File: config.mk
export PLATFORM = sky130hd
export DESIGN_NAME = aud_ser_rx
export DESIGN_NICKNAME = d
export VERILOG_FILES = /design/src/rtl/aud_rx_pkg.sv /design/src/rtl/aud_rx_edge.sv /design/src/rtl/aud_rx_fmt.sv /design/src/rtl/aud_rx_half.sv /design/src/rtl/aud_ser_rx.sv
export SDC_FILE = /design/constraint.sdc
export NUM_CORES = 1
export LEC_CHECK = 0
export BUFFER_PORTS_ARGS = -buffer_cell sky130_fd_sc_hd__buf_2
export CAP_MARGIN = 15
export CORE_MARGIN = 4
export CORE_UTILIZATION = 40
export DETAILED_ROUTE_END_ITERATION = 8
export SLEW_MARGIN = 20
export SYNTH_ARGS = -nofsm -noshare
export SYNTH_HDL_FRONTEND = slang
export SYNTH_SLANG_ARGS = --single-unit
File: constraint.sdc
create_clock -name clk -period 5.91 [get_ports clk]
set_input_delay 0.2955 -clock clk [delete_from_list [all_inputs] [get_ports clk]]
set_output_delay 0.2955 -clock clk [all_outputs]
set_load 0.01 [all_outputs]
File: src/rtl/aud_rx_pkg.sv
package aud_rx_pkg;
  parameter int SMP_W  = 24;
  parameter int LEN_W  = $clog2(SMP_W + 1);
  parameter int SLOT_W = 6;

  typedef logic [LEN_W-1:0]  len_t;
  typedef logic [SLOT_W-1:0] slot_t;

  typedef enum logic [1:0] {
    STY_RJ  = 2'd0,
    STY_LJ  = 2'd1,
    STY_I2S = 2'd2,
    STY_BAD = 2'd3
  } style_e;
endpackage

File: src/rtl/aud_rx_edge.sv
module aud_rx_edge #(
  parameter int N_SIG       = 3,
  parameter int SYNC_STAGES = 2
) (
  input  logic             clk,
  input  logic             rst_n,
  input  logic [N_SIG-1:0] raw,
  output logic [N_SIG-1:0] syn,
  output logic             rise
);
  logic prev_q;

  for (genvar g = 0; g < N_SIG; g++) begin : g_sync
    logic [SYNC_STAGES-1:0] st_q;
    always_ff @(posedge clk or negedge rst_n) begin
      if (!rst_n) st_q <= '0;
      else        st_q <= {st_q[SYNC_STAGES-2:0], raw[g]};
    end
    assign syn[g] = st_q[SYNC_STAGES-1];
  end

  always_ff @(posedge clk or negedge rst_n) begin
    if (!rst_n) prev_q <= 1'b0;
    else        prev_q <= syn[0];
  end

  assign rise = syn[0] & ~prev_q;
endmodule

File: src/rtl/aud_rx_fmt.sv
module aud_rx_fmt
  import aud_rx_pkg::*;
(
  input  logic [2:0] code,
  input  logic       swap,
  input  logic       lvl,
  output style_e     style,
  output len_t       len,
  output logic       lvl_is_left
);
  always_comb begin
    unique case (code)
      3'b000:  begin style = STY_RJ;  len = len_t'(16); end
      3'b001:  begin style = STY_RJ;  len = len_t'(20); end
      3'b010:  begin style = STY_RJ;  len = len_t'(24); end
      3'b011:  begin style = STY_LJ;  len = len_t'(24); end
      3'b100:  begin style = STY_I2S; len = len_t'(16); end
      3'b101:  begin style = STY_I2S; len = len_t'(24); end
      default: begin style = STY_BAD; len = len_t'(16); end
    endcase
    lvl_is_left = (style == STY_I2S) ? ~lvl : (lvl ^ swap);
  end
endmodule

File: src/rtl/aud_rx_half.sv
module aud_rx_half
  import aud_rx_pkg::*;
(
  input  logic             clk,
  input  logic             rst_n,
  input  logic             en,
  input  logic             din,
  input  logic             lvl,
  input  style_e           style,
  input  len_t             len,
  output logic             done,
  output logic             done_lvl,
  output logic             done_short,
  output logic [SMP_W-1:0] done_word
);
  logic             started_q, started_d;
  logic             synced_q, synced_d;
  logic             lvl_q, lvl_d;
  slot_t            cnt_q, cnt_d;
  logic [SMP_W-1:0] sh_q, sh_d;
  logic [SMP_W-1:0] acc_q, acc_d;
  logic             trans;
  slot_t            idx;
  slot_t            need;
  len_t             shamt;

  always_comb begin
    trans     = started_q && (lvl != lvl_q);
    idx       = trans ? '0 : cnt_q;
    started_d = started_q;
    synced_d  = synced_q;
    lvl_d     = lvl_q;
    cnt_d     = cnt_q;
    sh_d      = sh_q;
    acc_d     = acc_q;
    if (en) begin
      started_d = 1'b1;
      lvl_d     = lvl;
      if (trans) synced_d = 1'b1;
      cnt_d = (idx == '1) ? idx : idx + 1'b1;
      sh_d  = trans ? {{(SMP_W-1){1'b0}}, din} : {sh_q[SMP_W-2:0], din};
      acc_d = trans ? '0 : acc_q;
      for (int k = 0; k < SMP_W; k++) begin
        if (style == STY_LJ && int'(idx) == k && k < int'(len))
          acc_d[SMP_W-1-k] = din;
        if (style == STY_I2S && int'(idx) == k + 1 && k < int'(len))
          acc_d[SMP_W-1-k] = din;
      end
    end
  end

  always_ff @(posedge clk or negedge rst_n) begin
    if (!rst_n) begin
      started_q <= 1'b0;
      synced_q  <= 1'b0;
      lvl_q     <= 1'b0;
      cnt_q     <= '0;
      sh_q      <= '0;
      acc_q     <= '0;
    end else if (en) begin
      started_q <= started_d;
      synced_q  <= synced_d;
      lvl_q     <= lvl_d;
      cnt_q     <= cnt_d;
      sh_q      <= sh_d;
      acc_q     <= acc_d;
    end
  end

  always_comb begin
    shamt      = len_t'(SMP_W) - len;
    need       = slot_t'(len) + slot_t'(style == STY_I2S);
    done       = en && trans && synced_q;
    done_lvl   = lvl_q;
    done_short = (cnt_q < need);
    done_word  = (style == STY_RJ) ? (sh_q << shamt) : acc_q;
  end
endmodule

File: src/rtl/aud_ser_rx.sv
module aud_ser_rx
  import aud_rx_pkg::*;
(
  input  logic             clk,
  input  logic             rst_n,
  input  logic             bclk,
  input  logic             lrclk,
  input  logic             sdin,
  input  logic [2:0]       fmt_code,
  input  logic             lr_swap,
  output logic [SMP_W-1:0] left_smp,
  output logic [SMP_W-1:0] right_smp,
  output logic             smp_valid,
  output logic             cfg_err
);
  localparam int N_IN = 3;

  logic [1:0]       rs_q;
  logic             rst_i;
  logic [N_IN-1:0]  syn;
  logic             bit_rise;
  style_e           style;
  len_t             len;
  logic             ended_left;
  logic             half_done, half_lvl, half_short;
  logic [SMP_W-1:0] half_word;

  logic [SMP_W-1:0] lp_q, lp_d, lo_q, lo_d, ro_q, ro_d;
  logic             hl_q, hl_d, v_q, v_d, e_q, e_d;

  always_ff @(posedge clk or negedge rst_n) begin
    if (!rst_n) rs_q <= 2'b00;
    else        rs_q <= {rs_q[0], 1'b1};
  end
  assign rst_i = rs_q[1];

  aud_rx_edge #(.N_SIG(N_IN), .SYNC_STAGES(2)) u_edge (
    .clk(clk), .rst_n(rst_i), .raw({sdin, lrclk, bclk}),
    .syn(syn), .rise(bit_rise)
  );

  aud_rx_fmt u_fmt (
    .code(fmt_code), .swap(lr_swap), .lvl(half_lvl),
    .style(style), .len(len), .lvl_is_left(ended_left)
  );

  aud_rx_half u_half (
    .clk(clk), .rst_n(rst_i), .en(bit_rise), .din(syn[2]), .lvl(syn[1]),
    .style(style), .len(len), .done(half_done), .done_lvl(half_lvl),
    .done_short(half_short), .done_word(half_word)
  );

  always_comb begin
    lp_d = lp_q;
    hl_d = hl_q;
    lo_d = lo_q;
    ro_d = ro_q;
    e_d  = e_q;
    v_d  = 1'b0;
    if (half_done) begin
      e_d = (style == STY_BAD) || half_short;
      if (style != STY_BAD) begin
        if (ended_left) begin
          lp_d = half_word;
          hl_d = 1'b1;
        end else if (hl_q) begin
          lo_d = lp_q;
          ro_d = half_word;
          v_d  = 1'b1;
          hl_d = 1'b0;
        end
      end
    end
  end

  always_ff @(posedge clk or negedge rst_i) begin
    if (!rst_i) begin
      lp_q <= '0;
      lo_q <= '0;
      ro_q <= '0;
      hl_q <= 1'b0;
      v_q  <= 1'b0;
      e_q  <= 1'b0;
    end else begin
      lp_q <= lp_d;
      lo_q <= lo_d;
      ro_q <= ro_d;
      hl_q <= hl_d;
      v_q  <= v_d;
      e_q  <= e_d;
    end
  end

  assign left_smp  = lo_q;
  assign right_smp = ro_q;
  assign smp_valid = v_q;
  assign cfg_err   = e_q;
endmodule

* Word level (Yosys, flattened, before mapping) *
Cells that the tools add are included.

word-level totals
  word-level logic and storage cells = 328
  flip-flop bits (word level) = 141
  input bits = 9
  output and inout port bits = 50

cells by class
  shifts and indexed selects = 1
  $add $sub $neg = 3
  bitwise operators = 5
  $lt $le $gt $ge = 25
  multiplexer cells = 61
  reduce and logical (&&, ||, !) cells = 158
  equal/unequal tests = 35

operator list
  cell                   number
  $logic_and A1 B1 Y1    99
  $mux W24               3
  $reduce_bool A3 Y1     24
  $eq A6 B6 Y1 const B   10
  $mux W1                54
  $reduce_and A2 Y1      26
  $eq A6 B5 Y1 const B   8
  $lt A4 B5 Y1 const A   8
  $lt A5 B5 Y1 const A   8
  $eq A6 B4 Y1 const B   4
  $shl A24 B5 Y24        1
  $lt A3 B5 Y1 const A   4
  $eq A6 B3 Y1 const B   2
  $mux W6                2
  $lt A1 B5 Y1 const A   2
  $lt A2 B5 Y1 const A   2
  $pmux W4 S2            1
  $add A5 B1 Y6          1
  $add A6 B1 Y6 const B  1
  $eq A3 B2 Y1 const B   2
  $eq A3 B3 Y1 const B   2
  $eq A6 B2 Y1 const B   1
  $logic_not A6 Y1       1
  $lt A6 B6 Y1           1
  17 further kinds       21

* Longest topological paths before layout *
Gate-level depths: netlist of run 1.

  depth after elaboration = 8
  gate-level depth with buffers = 10
  gate-level depth less buffers = 7

* Modules after synthesis *
Synthesis of run 1 repeated with hierarchy kept, for this count alone.

unflattened totals
  cells, all modules = 712
  area, all modules = 7783.7 um2

modules (own cells, without submodules)
  module       sequential area each (um2)  cells an instance  times used  area an instance (um2)
  aud_rx_half  1426.4                      521                1           4619.4
  aud_ser_rx   1926.8                      166                1           2872.8
  aud_rx_edge  175.2                       11                 1           211.5
  aud_rx_fmt   0.0                         14                 1           80.1

* Least setup slack after synthesis of run 1 *
No wires, ideal clock.

  path type = input port to flip-flop
  from = input port fmt_code[1]
  to = register e_q (netlist: cfg_err)
  setup slack = 4.068 ns
  data arrival time = 1.765 ns
  stages = 10
  setup time = 0.077 ns
  required time = 5.833 ns
  buffers on the path = 3
  path through = buf_6 buf_2 buf_2 nor2b_1 nand2_1 ha_1 a21o_1 a211oi_1 a211oi_1 a21oi_1

on the way
  word-level cells in the longest chain between the ends = 7
  elaborated cells between the ends (all ways) = 16
  those cells by class = add/sub: 1; order compare: 1; eq/ne: 7; mux: 2; reduce/logical: 5

ends and longest elaborated chain
  what                                                            line               source
  from (decl)                                                     aud_ser_rx.sv:9    input logic [2:0] fmt_code,
  $eq A3 B1 Y1, or another cell as far along                      aud_rx_fmt.sv:12   unique case (code)
  $reduce_or A3 Y1 (no line) or $reduce_or A2 Y1 (tied branches)  n/a
  $pmux W2 S3                                                     aud_rx_fmt.sv:12
  $eq A2 B2 Y1                                                    aud_rx_half.sv:72  need = slot_t'(len) + slot_t'(style == STY_I2S);
  $add A5 B1 Y6                                                   aud_rx_half.sv:72
  $lt A6 B6 Y1                                                    aud_rx_half.sv:75  done_short = (cnt_q < need);
  $logic_or A1 B1 Y1 *                                            aud_ser_rx.sv:61   e_d = (style == STY_BAD) || half_short;
  to (signal assigned)                                            aud_ser_rx.sv:83   e_q <= 1'b0;
  to (signal assigned)                                            aud_ser_rx.sv:90   e_q <= e_d;
  to (decl)                                                       aud_ser_rx.sv:29   logic hl_q, hl_d, v_q, v_d, e_q, e_d;

Mark *: on every way between the ends. The rest lies on a longest branch, timed or not.
A chain may end at the register's enable or synchronous reset.

* Worst setup path after layout of run 1 *
  from = register u_half.lvl_q (netlist: u_half.done_lvl)
  to = register u_half.acc_q[15]

on the way
  word-level cells in the longest chain between the ends = 8
  elaborated cells between the ends (all ways) = 13
  those cells by class = eq/ne: 3; mux: 3; reduce/logical: 7

ends and longest elaborated chain
  what                                                        line                                  source
  from (decl)                                                 aud_rx_half.sv:18                     logic lvl_q, lvl_d;
  from (signal assigned)                                      aud_rx_half.sv:63                     lvl_q <= lvl_d;
  $ne A1 B1 Y1 *                                              aud_rx_half.sv:28                     trans = started_q && (lvl != lvl_q);
  $logic_and A1 B1 Y1 *                                       aud_rx_half.sv:28
  $mux W6                                                     aud_rx_half.sv:29                     idx = trans ? '0 : cnt_q;
  $eq A6 B5 Y1, on equally long branches                      aud_rx_half.sv:46, aud_rx_half.sv:44
  $logic_and A1 B1 Y1, on equally long branches (2 in a row)  aud_rx_half.sv:46, aud_rx_half.sv:44
  $reduce_bool A3 Y1 (no line) or $mux W1 (tied branches)     n/a
  $reduce_and A2 Y1 (no line) or $mux W1 (tied branches)      n/a
  to (signal assigned)                                        aud_rx_half.sv:59                     acc_q <= '0;
  to (signal assigned)                                        aud_rx_half.sv:66                     acc_q <= acc_d;
  to (decl)                                                   aud_rx_half.sv:21                     logic [SMP_W-1:0] acc_q, acc_d;

Marked as above.

==> results of run 1 <==
## worst paths after layout
kind,to,depth (start not counted)
max,u_half.acc_q[15],5
min,rs_q[0],2
max reg2reg,u_half.acc_q[15],5
min reg2reg,u_edge.g_sync[0].st_q[1],0
max in group asynchronous,u_half.sh_q[16],1
min in group clk,u_edge.g_sync[0].st_q[1],0
## cell usage in the layout (no fill, tap or decap), types with 8 or more instances in the layout
cell	n
dfrtp_1	140
mux2i_1	26
o22ai_1	17
o21ai_0	72
nor2_1	32
a21oi_1	26
clkbuf_16	17
nand2_1	122
mux2_2	11
o22a_1	8
inv_1	33
buf_2	58
nor2b_1	10
a22oi_1	11
o21ai_1	19
a211oi_1	10
## what timing repair did
| action | 4_1_cts | 5_1_grt |
|---|---|---|
| setup endpoints to repair | 0 | 0 |
| resized for setup | 0 | 0 |
| hold endpoints to repair | 5 | 0 |
| setup buffers | 0 | 0 |
| hold buffers | 4 | 0 |
## registers in the layout, summed over array words and instances (netlist names), 2 cells and up
register / flops
left_smp: 24
lp_q: 24
right_smp: 24
u_half.acc_q: 24
u_half.sh_q: 24
u_edge.g_sync.st_q: 6
u_half.cnt_q: 6
rs_q: 2
## power groups by stage
stage	sequential (mW)	clock, mW	combinational, mW
global placement	1.32	0	0.594
detailed placement	1.33	0	0.613
floorplan	1.34	0	0.369
global route	1.34	1.22	0.694
finish	1.31	1.15	0.612
CTS	1.31	1.17	0.618
## per-layer routing
layer  GRT usage  up-vias  routed length (um)
li1            -     2452                   -
met1       0.276     2465                7630
met2       0.263      207                7210
met3      0.0522       26                1260
met4      0.0711        0                 390
met5           0        -                   0
## Yosys cell counts, types with 5 or more instances
library cell  count
o22a_1            8
a32o_1            6
inv_1            33
o21ai_0          72
a22oi_1          11
o21ai_1          19
a21oi_1          27
mux2i_1          26
nand3_1           5
clkbuf_1         25
o22ai_1          17
nor2b_1          11
nor2_1           32
and3_1            5
a211oi_1         10
o311ai_0          6
dfrtp_1         141
mux2_2           11
nand2b_1          6
nand2_1         122
or2_2             5
buf_2            20
## worst reg2reg max path, stage by stage, from the launching register on
cell and delay (ns):
dfrtp_1 0.53, xor2_1 0.22, nand2_2 0.36, nand3_1 0.46
or2_2 0.46, o21ai_0 0.19
## kinds of logic (layout without fill, tap and decap cells)
| kind of cell | count (synthesis) | count (layout) | share of synthesized area |
|---|---|---|---|
| simple gates | 212 | 212 | 0.152 |
| compound gates | 201 | 201 | 0.188 |
| flops | 141 | 141 | 0.537 |
| buf+inv | 84 | 133 | 0.0565 |
| mux | 37 | 37 | 0.0585 |
| xor+xnor | 3 | 3 | 0.00400 |
| fa+ha+maj | 2 | 2 | 0.00381 |
| other cells | 1 | 1 | 0.000571 |
## layout make-up
type | count | share of cell area
timing repair buffer | 68 | 0.0493
inverter | 33 | 0.0163
multi-input combinational | 456 | 0.352
clock inverter | 14 | 0.0269
clock buffer | 18 | 0.0563
tap | 216 | 0.0355
sequential | 141 | 0.464
==> results.yml, run 1 <==
floorplanning:
  ios: 59
  die_h_um: 136
  die_x_um: 136
  core_area_sq_um: 16000
  initial_core_util: 0.411
  core.rowCount: 46
  die_area_sq_um: 18500
power_and_ir_drop:
  p_switching_mw: 0.951
  pwr-share-clk: 0.374
  p_leak_nw: 3.59
  internal_power_mw: 2.12
  pwr-share-seq: 0.427
  powerDensity_nw_per_um2: 403
  vdd_ir_drop_max_mv: 0.197
  power_mw: 3.07
  switching_share: 0.310
  p_comb_frac: 0.199
placement:
  placedInstanceArea_sq_um: 6940
  placed_cells: 910
  port_buffers: 58
  pre_cts_ws_ns: 3.37
  place_congestion: 0.876
  hpwl_um: 11300
finish:
  syn_to_final_growth_pct: 15.9
  antennaDiodeCount: 0
  multiInputGateArea_sq_um: 2680
  instances_no_fill: 946
  fillers: 1544
  seqCellArea_sq_um: 3530
  layout.nets: 728
  fin_util: 0.476
  fin_area_sq_um: 7620
  drive_above_1_share: 0.167
status:
  status: "finished clean"
setup_path:
  worstReg2RegStart: "u_half.done_lvl"
  crit_path_start: "u_half.done_lvl"
  path_max_fanout: 18
  cp_num_buf_inv: 0
  crit_arrival_ns: 2.63
  endpoint_kind: "flop"
  critPathKind: "flop to flop"
  critPathSlowestCell: "dfrtp_1"
  crit_chain: "xor2_1 -> nand2_2 -> nand3_1 -> or2_2 -> o21ai_0"
  startpoint_type: "flop"
  r2r_setup_slack_ns: 3.61
  crit_family: "simple AND/OR/NAND/NOR gates"
  max_stage_delay_ns: 0.53
  critPathRequiredTime_ns: 6.24
sta:
  slew_viol_final: 0
  finClkSkew_ns: 0.0153
  worst_pin_slew_ns: 0.921
  maxSlewHeadroom: 0.386
  tns_ns: 0
  setup_ws_ns: 3.61
  hold_viol_final: 0
  grt_setup_unrepaired: "no"
  setup_viol: 0
  hold_slack_ns: 0.172
  finalCriticalPeriod_ns: 2.30
  period_share: 0.390
  fmax_mhz: 434
routing:
  num_vias: 5150
  drc: 0
  post_drt_wl_per_cell_um: 17.4
  drt-total-wl_um: 16500
  drt-vias-per-instance: 5.44
  drt_iter0_drc: 527
  first_pass_iters: 5
  ant_nets: 0
yosys:
  ys_types: 59
  ys_seq_area_frac: 0.537
  synth.cell_area_sq_um: 6570
  async_flop_share: 1.00
  yosysTopAreaCell: "dfrtp_1"
  yosys_most_used_dff: "dfrtp_1"
  ys_seq_elements: 141
  synthTopCellsByArea: "dfrtp_1 54%, nand2_1 7.0%, o21ai_0 5.5%"
  yosys.area.top_type_share: 0.537
  synth_cells: 681
  synth-edff-count: 0
  syn_avg_cell_area_sq_um: 9.65
  yosys_warnings: 0
  synth_nets: 692
global_routing:
  grt_antenna_before_repair: 0
  grt_usage: 0.188
  grt_max_degree: 93
  grt_overflow: 0
  grt_first_pass_wirelength_um: 26900
  grt_pass1_vias: 4832
clocking:
  root_buffer: "clkbuf_16"
  cts_buffers: 17
  htree_levels: 4
  clock_path_buffers: 2
  cts.sinks: 141
  worstSkewPairLatency_ns: 0.43
  cts_tree: "built"
  cts.reportedPaths.clkPinSlew_ns: 0.06
worst_hold_path:
  hold_class: "primary input to async pin"
flow_run:
  maxCapViolCount: 0
Power figures use the tool's default switching activity.
==> run 2, diff against run 1 <==
==> constraint.sdc (replaced) <==
create_clock -name clk -period 1.9 [get_ports clk]
set_input_delay 0.095 -clock clk [delete_from_list [all_inputs] [get_ports clk]]
set_output_delay 0.095 -clock clk [all_outputs]
set_load 0.01 [all_outputs]
==> run 2 against run 1 <==
Compared with the run above:
- register-to-register slack worse by 3.5 ns
- utilization up 2.6 points
- worst hold slack worse by 0.0093 ns
- wire length up 3.8%
- count of clock-buffer cells in the layout up 1
- combinational power rose to 3.6 times the previous value
- clock skew down 0.0072 ns
- final area up 5.5%
- sequential cell count unchanged
- sequential share of layout area down 2.3 points
- critical endpoint is now u_half.acc_q[6]
- highest routed layer unchanged
==> results.yml, run 2 (same netlist as run 1, synthesis figures left out) <==
power_and_ir_drop:
  pwr-share-seq: 0.411
  switching_share: 0.308
  power_mw: 9.69
  p_leak_nw: 3.81
  internal_power_mw: 6.71
  pwr-share-clk: 0.362
  p_switching_mw: 2.98
  vdd_ir_drop_max_mv: 0.654
  p_comb_frac: 0.226
  powerDensity_nw_per_um2: 1210
finish:
  antennaDiodeCount: 0
  layout_common_cells: "135 x dfrtp_1, 121 x nand2_1, 70 x o21ai_0"
  syn_to_final_growth_pct: 22.3
  multiInputGateArea_sq_um: 2720
  seqCellArea_sq_um: 3540
  layout.nets: 768
  drive_above_1_share: 0.223
  final_common_cell: "dfrtp_1"
  fillers: 1519
setup_path:
  critPathKind: "flop to flop"
  critPathSlowestCell: "dfrtp_2"
  max_stage_delay_ns: 0.43
  crit_chain: "buf_4 -> nor2b_1 -> and3_1 -> o21ai_1 -> or4_1 -> a32o_1"
  r2r_setup_slack_ns: 0.09
  endpoint_kind: "flop"
  startpoint_type: "flop"
  path_max_fanout: 8
  crit_arrival_ns: 2.12
  critPathRequiredTime_ns: 2.21
clocking:
  cts.reportedPaths.clkPinSlew_ns: 0.06
  worstSkewPairLatency_ns: 0.43
  clock_path_buffers: 2
  htree_levels: 4
  cts_buffers: 17
  cts.sinks: 141
  cts_tree: "built"
  root_buffer: "clkbuf_16"
sta:
  maxSlewHeadroom: 0.540
  fmax_mhz: 553
  finalCriticalPeriod_ns: 1.81
  tns_ns: 0
  worst_pin_slew_ns: 0.690
  finClkSkew_ns: 0.00809
  grt_setup_unrepaired: "yes"
  setup_viol: 0
  slew_viol_final: 0
  period_share: 0.951
  hold_viol_final: 0
floorplanning:
  die_area_sq_um: 18500
  die_h_um: 136
  core.rowCount: 46
  initial_core_util: 0.411
  die_x_um: 136
  core_area_sq_um: 16000
  ios: 59
global_routing:
  grt_max_degree: 89
  grt_pass1_vias: 5266
  grt_overflow: 0
  grt_usage: 0.195
  grt_antenna_before_repair: 0
  grt_first_pass_wirelength_um: 28100
routing:
  num_vias: 5326
  ant_nets: 0
  first_pass_iters: 5
  drt_iter0_drc: 340
  drc: 0
  drt-vias-per-instance: 5.40
  post_drt_wl_per_cell_um: 17.4
  drt-total-wl_um: 17100
placement:
  hpwl_um: 12400
  place_congestion: 0.862
  port_buffers: 58
flow_run:
  maxCapViolCount: 0
worst_hold_path:
  hold_class: "primary input to flop"
status:
  status: "finished clean"
run 2: final timing paths:
path | start | cells after the start | end
hold reg to reg | rs_q[1] | 0 | u_half.cnt_q[4]
hold / removal | fmt_code[0] | 3 | u_half.acc_q[4]
setup reg to reg | u_half.cnt_q[1] | 6 | u_half.acc_q[6]
max in group asynchronous | rs_q[1] | 1 | u_half.cnt_q[1]
min in group asynchronous | rs_q[1] | 0 | u_half.cnt_q[4]
setup / recovery | u_half.cnt_q[1] | 6 | u_half.acc_q[6]
run 2: worst max-delay path, delay by kind of cell (launching register included):
kind / cells / cell delay, ns
AO/OA/AOI/OAI: 2 / 0.36
AND/OR/NAND/NOR: 3 / 0.73
buffers and inverters: 1 / 0.17
flip-flops: 1 / 0.43
run 2: timing repair:
item                                    in CTS  in global routing
endpoints found under the hold margin        5                  0
endpoints found under the setup margin      18                 61
buffers inserted                             2                  1
pin swaps                                    1                  1
gates resized for setup                      1                 14
hold buffers                                 5                  0
run 2: layout make-up:
cell class,count,area share
Clock buffer,19,0.0564
Clock inverter,13,0.0223
Inverter,33,0.0154
Multi-Input combinational cell,456,0.338
Sequential cell,141,0.440
Tap cell,216,0.0336
Timing Repair Buffer,108,0.0937
run 2: metrics by stage:
step	setup slack (ns)	util	hold slack [ns]	area, sq um	std cells
finish	0.0929	0.502	0.163	8040	986
global route	-0.00372	0.502	0.184	8040	986
CTS	0.0208	0.499	0.153	7990	985
detailed placement	-0.140	0.455	-0.118	7290	946
global placement	-0.133	0.455	-0.119	7290	946
floorplan	0.135	-	-0.201	6580	681
run 2: metal layers:
metal,track usage,wire (um)
met1,0.268,7860
met2,0.302,7840
met3,0.0403,998
met4,0.0795,414
met5,0,0
run 2: power by group through the flow:
stage | sequential (mW) | combinational (mW) | clock, mW
2_1_floorplan | 4.15 | 1.15 | 0
3_3_place_gp | 4.01 | 2.12 | 0
3_5_place_dp | 4.04 | 2.17 | 0
4_1_cts | 3.99 | 2.20 | 3.60
5_1_grt | 4.08 | 2.48 | 3.71
6_report | 3.99 | 2.19 | 3.51
==> run 3, diff against run 2 <==
--- a/config.mk
+++ b/config.mk
@@ -8,8 +8,9 @@
 export BUFFER_PORTS_ARGS = -buffer_cell sky130_fd_sc_hd__buf_2
 export CAP_MARGIN = 15
 export CORE_MARGIN = 4
-export CORE_UTILIZATION = 40
+export CORE_UTILIZATION = 45
 export DETAILED_ROUTE_END_ITERATION = 8
+export PLACE_DENSITY = 0.66
 export SLEW_MARGIN = 20
 export SYNTH_ARGS = -nofsm -noshare
 export SYNTH_HDL_FRONTEND = slang
==> run 3 against run 2 <==
Compared with the run above:
- count of clock-buffer cells in the layout is 1 higher
- total power is 2.7% lower
- sequential share of layout area is 0.34 points higher
- highest routed layer unchanged
- worst setup slack worse by 0.052 ns
- critical path depth is 1 lower
- via count is 1.4% higher
- largest cell class unchanged
- die area is 10% lower
==> results.yml, run 3 (same netlist as run 1, synthesis figures left out) <==
clocking:
  clock_path_buffers: 2
  cts.sinks: 141
  cts_buffers: 17
  htree_levels: 4
  worstSkewPairLatency_ns: 0.42
  root_buffer: "clkbuf_16"
  cts_tree: "built"
  cts.reportedPaths.clkPinSlew_ns: 0.06
setup_path:
  critPathKind: "flop to flop"
  rr_endpoint: "u_half.acc_q[9]"
  crit_chain: "xnor2_1 -> buf_4 -> o211ai_1 -> or4_4 -> mux2i_1"
  critPathRequiredTime_ns: 2.20
  worstReg2RegStart: "u_edge.g_sync[1].st_q[1]"
  r2r_cells: 5
  max_stage_delay_ns: 0.52
  crit_arrival_ns: 2.16
  path_max_fanout: 4
  startpoint_type: "flop"
  r2r_setup_slack_ns: 0.04
  endpoint_kind: "flop"
  cp_num_buf_inv: 1
  critPathSlowestCell: "or4_4"
  crit_family: "simple AND/OR/NAND/NOR gates"
worst_hold_path:
  whs_path_depth: 3
  hold_class: "primary input to flop"
  hold_path_end: "u_half.acc_q[4]"
  holdCritStartpoint: "fmt_code[0]"
sta:
  grt_setup_unrepaired: "yes"
  period_share: 0.979
  setup_viol: 0
  hold_slack_ns: 0.130
  finalCriticalPeriod_ns: 1.86
  slew_viol_final: 0
  finClkSkew_ns: 0.0123
  setup_ws_ns: 0.0406
  worst_pin_slew_ns: 0.593
  fmax_mhz: 538
  maxSlewHeadroom: 0.605
  hold_viol_final: 0
power_and_ir_drop:
  switching_share: 0.308
  p_comb_frac: 0.234
  pwr-share-seq: 0.423
  p_leak_nw: 3.80
  powerDensity_nw_per_um2: 1180
  p_switching_mw: 2.91
  pwr-share-clk: 0.343
  vdd_ir_drop_max_mv: 0.596
  internal_power_mw: 6.52
floorplanning:
  die_area_sq_um: 16600
  die_x_um: 129
  core.rowCount: 43
  ios: 59
  core_area_sq_um: 14100
  die_h_um: 129
  initial_core_util: 0.466
placement:
  hpwl_um: 11800
  placedInstanceArea_sq_um: 7210
  place_congestion: 0.911
  port_buffers: 58
  pre_cts_ws_ns: -0.0187
finish:
  fin_area_sq_um: 7960
  fin_util: 0.565
  final_common_cell: "dfrtp_1"
  drive_above_1_share: 0.215
  fillers: 1230
  antennaDiodeCount: 0
  syn_to_final_growth_pct: 21.2
  layout_common_cells: "139 x dfrtp_1, 121 x nand2_1, 70 x o21ai_0"
  layout.nets: 768
global_routing:
  grt_max_degree: 91
  grt_overflow: 0
  grt_first_pass_wirelength_um: 27200
  gr-usage-met3: 0.0432
  grt_pass1_vias: 5084
  grt_usage: 0.210
  use_met2: 0.301
  grt_util_met1: 0.303
  grt_busiest_layer: "met1"
  grt_antenna_before_repair: 0
routing:
  num_vias: 5402
  post_drt_wl_per_cell_um: 18.5
  drt-total-wl_um: 17500
  drc: 0
  drt_iter0_drc: 431
  first_pass_iters: 6
  drt-vias-per-instance: 5.70
  ant_nets: 0
flow_run:
  maxCapViolCount: 0
status:
  status: "finished clean"
-- run 3: cell count changes in the layout (fill, tap and decap cells not counted), moves of 2 or more --
| cell | previous run | this run |
|---|---|---|
| inv_8 | 2 | 0 |
| buf_4 | 39 | 36 |
| inv_6 | 3 | 1 |
| dfrtp_1 | 135 | 139 |
| dfrtp_2 | 5 | 1 |
| o311ai_0 | 4 | 6 |
| o311ai_1 | 2 | 0 |
| clkinv_2 | 0 | 3 |
| clkbuf_16 | 17 | 19 |
-- run 3: how the worst max path moves through the flow --
stage / from / end / slack [ns] / cells after the start
floorplan: u_half.done_lvl / u_half.acc_q[23] / 0.13 / 6
global placement: u_edge.g_sync[1].st_q[1] / right_smp[6] / 0.07 / 7
detailed placement: u_half.cnt_q[0] / u_half.acc_q[19] / -0.02 / 6
CTS: u_half.done_lvl / right_smp[14] / 0.02 / 7
global route: u_edge.g_sync[1].st_q[1] / u_half.acc_q[9] / -0.02 / 5
finish: u_edge.g_sync[1].st_q[1] / u_half.acc_q[9] / 0.04 / 5
-- run 3: cell type report --
| cell class | count | area (sq um) | share of cell area |
|---|---|---|---|
| timing repair buffer | 108 | 792 | 0.0995 |
| clock inverter | 10 | 116 | 0.0146 |
| sequential | 141 | 3530 | 0.444 |
| tap | 180 | 225 | 0.0283 |
| inverter | 33 | 124 | 0.0156 |
| clock buffer | 20 | 457 | 0.0574 |
| multi-input combinational | 456 | 2720 | 0.341 |
-- run 3: power groups by stage --
stage	registers, mW	logic, mW	clock network, mW
final	3.99	2.20	3.24
after global routing	4.06	2.47	3.42
after CTS	3.98	2.16	3.28
after detailed placement	4.03	2.14	0
after global placement	4.00	2.09	0
after floorplan	4.15	1.15	0
-- run 3: what timing repair did --
| action | in CTS | in global routing |
|---|---|---|
| pin swaps | 0 | 2 |
| cloned | 0 | 3 |
| gates resized for setup | 2 | 8 |
| hold buffers | 5 | 0 |
| setup buffers | 0 | 4 |
| endpoints found under the hold margin | 5 | 0 |
| endpoints found under the setup margin | 1 | 55 |
-- run 3: routing by layer --
layer | vias to the layer above | routed length, um
met4 | 0 | 600
met5 | - | 0
met3 | 41 | 936
met1 | 2651 | 8060
met2 | 185 | 7920
li1 | 2525 | -
-- run 3: worst register-to-register path, stage by stage, from the launching register on --
cell and delay [ns]:
dfrtp_1 0.43, xnor2_1 0.35, buf_4 0.18, o211ai_1 0.14, or4_4 0.52, mux2i_1 0.13
-- run 3: metrics by stage --
step / setup TNS [ns] / cells / power [mW]
2_1_floorplan: 0 / 681 / 5.30
3_3_place_gp: 0 / 906 / 6.09
6_report: 0 / 948 / 9.43
5_1_grt: -0.0414 / 948 / 9.95
4_1_cts: 0 / 941 / 9.42
3_5_place_dp: -0.0187 / 906 / 6.17
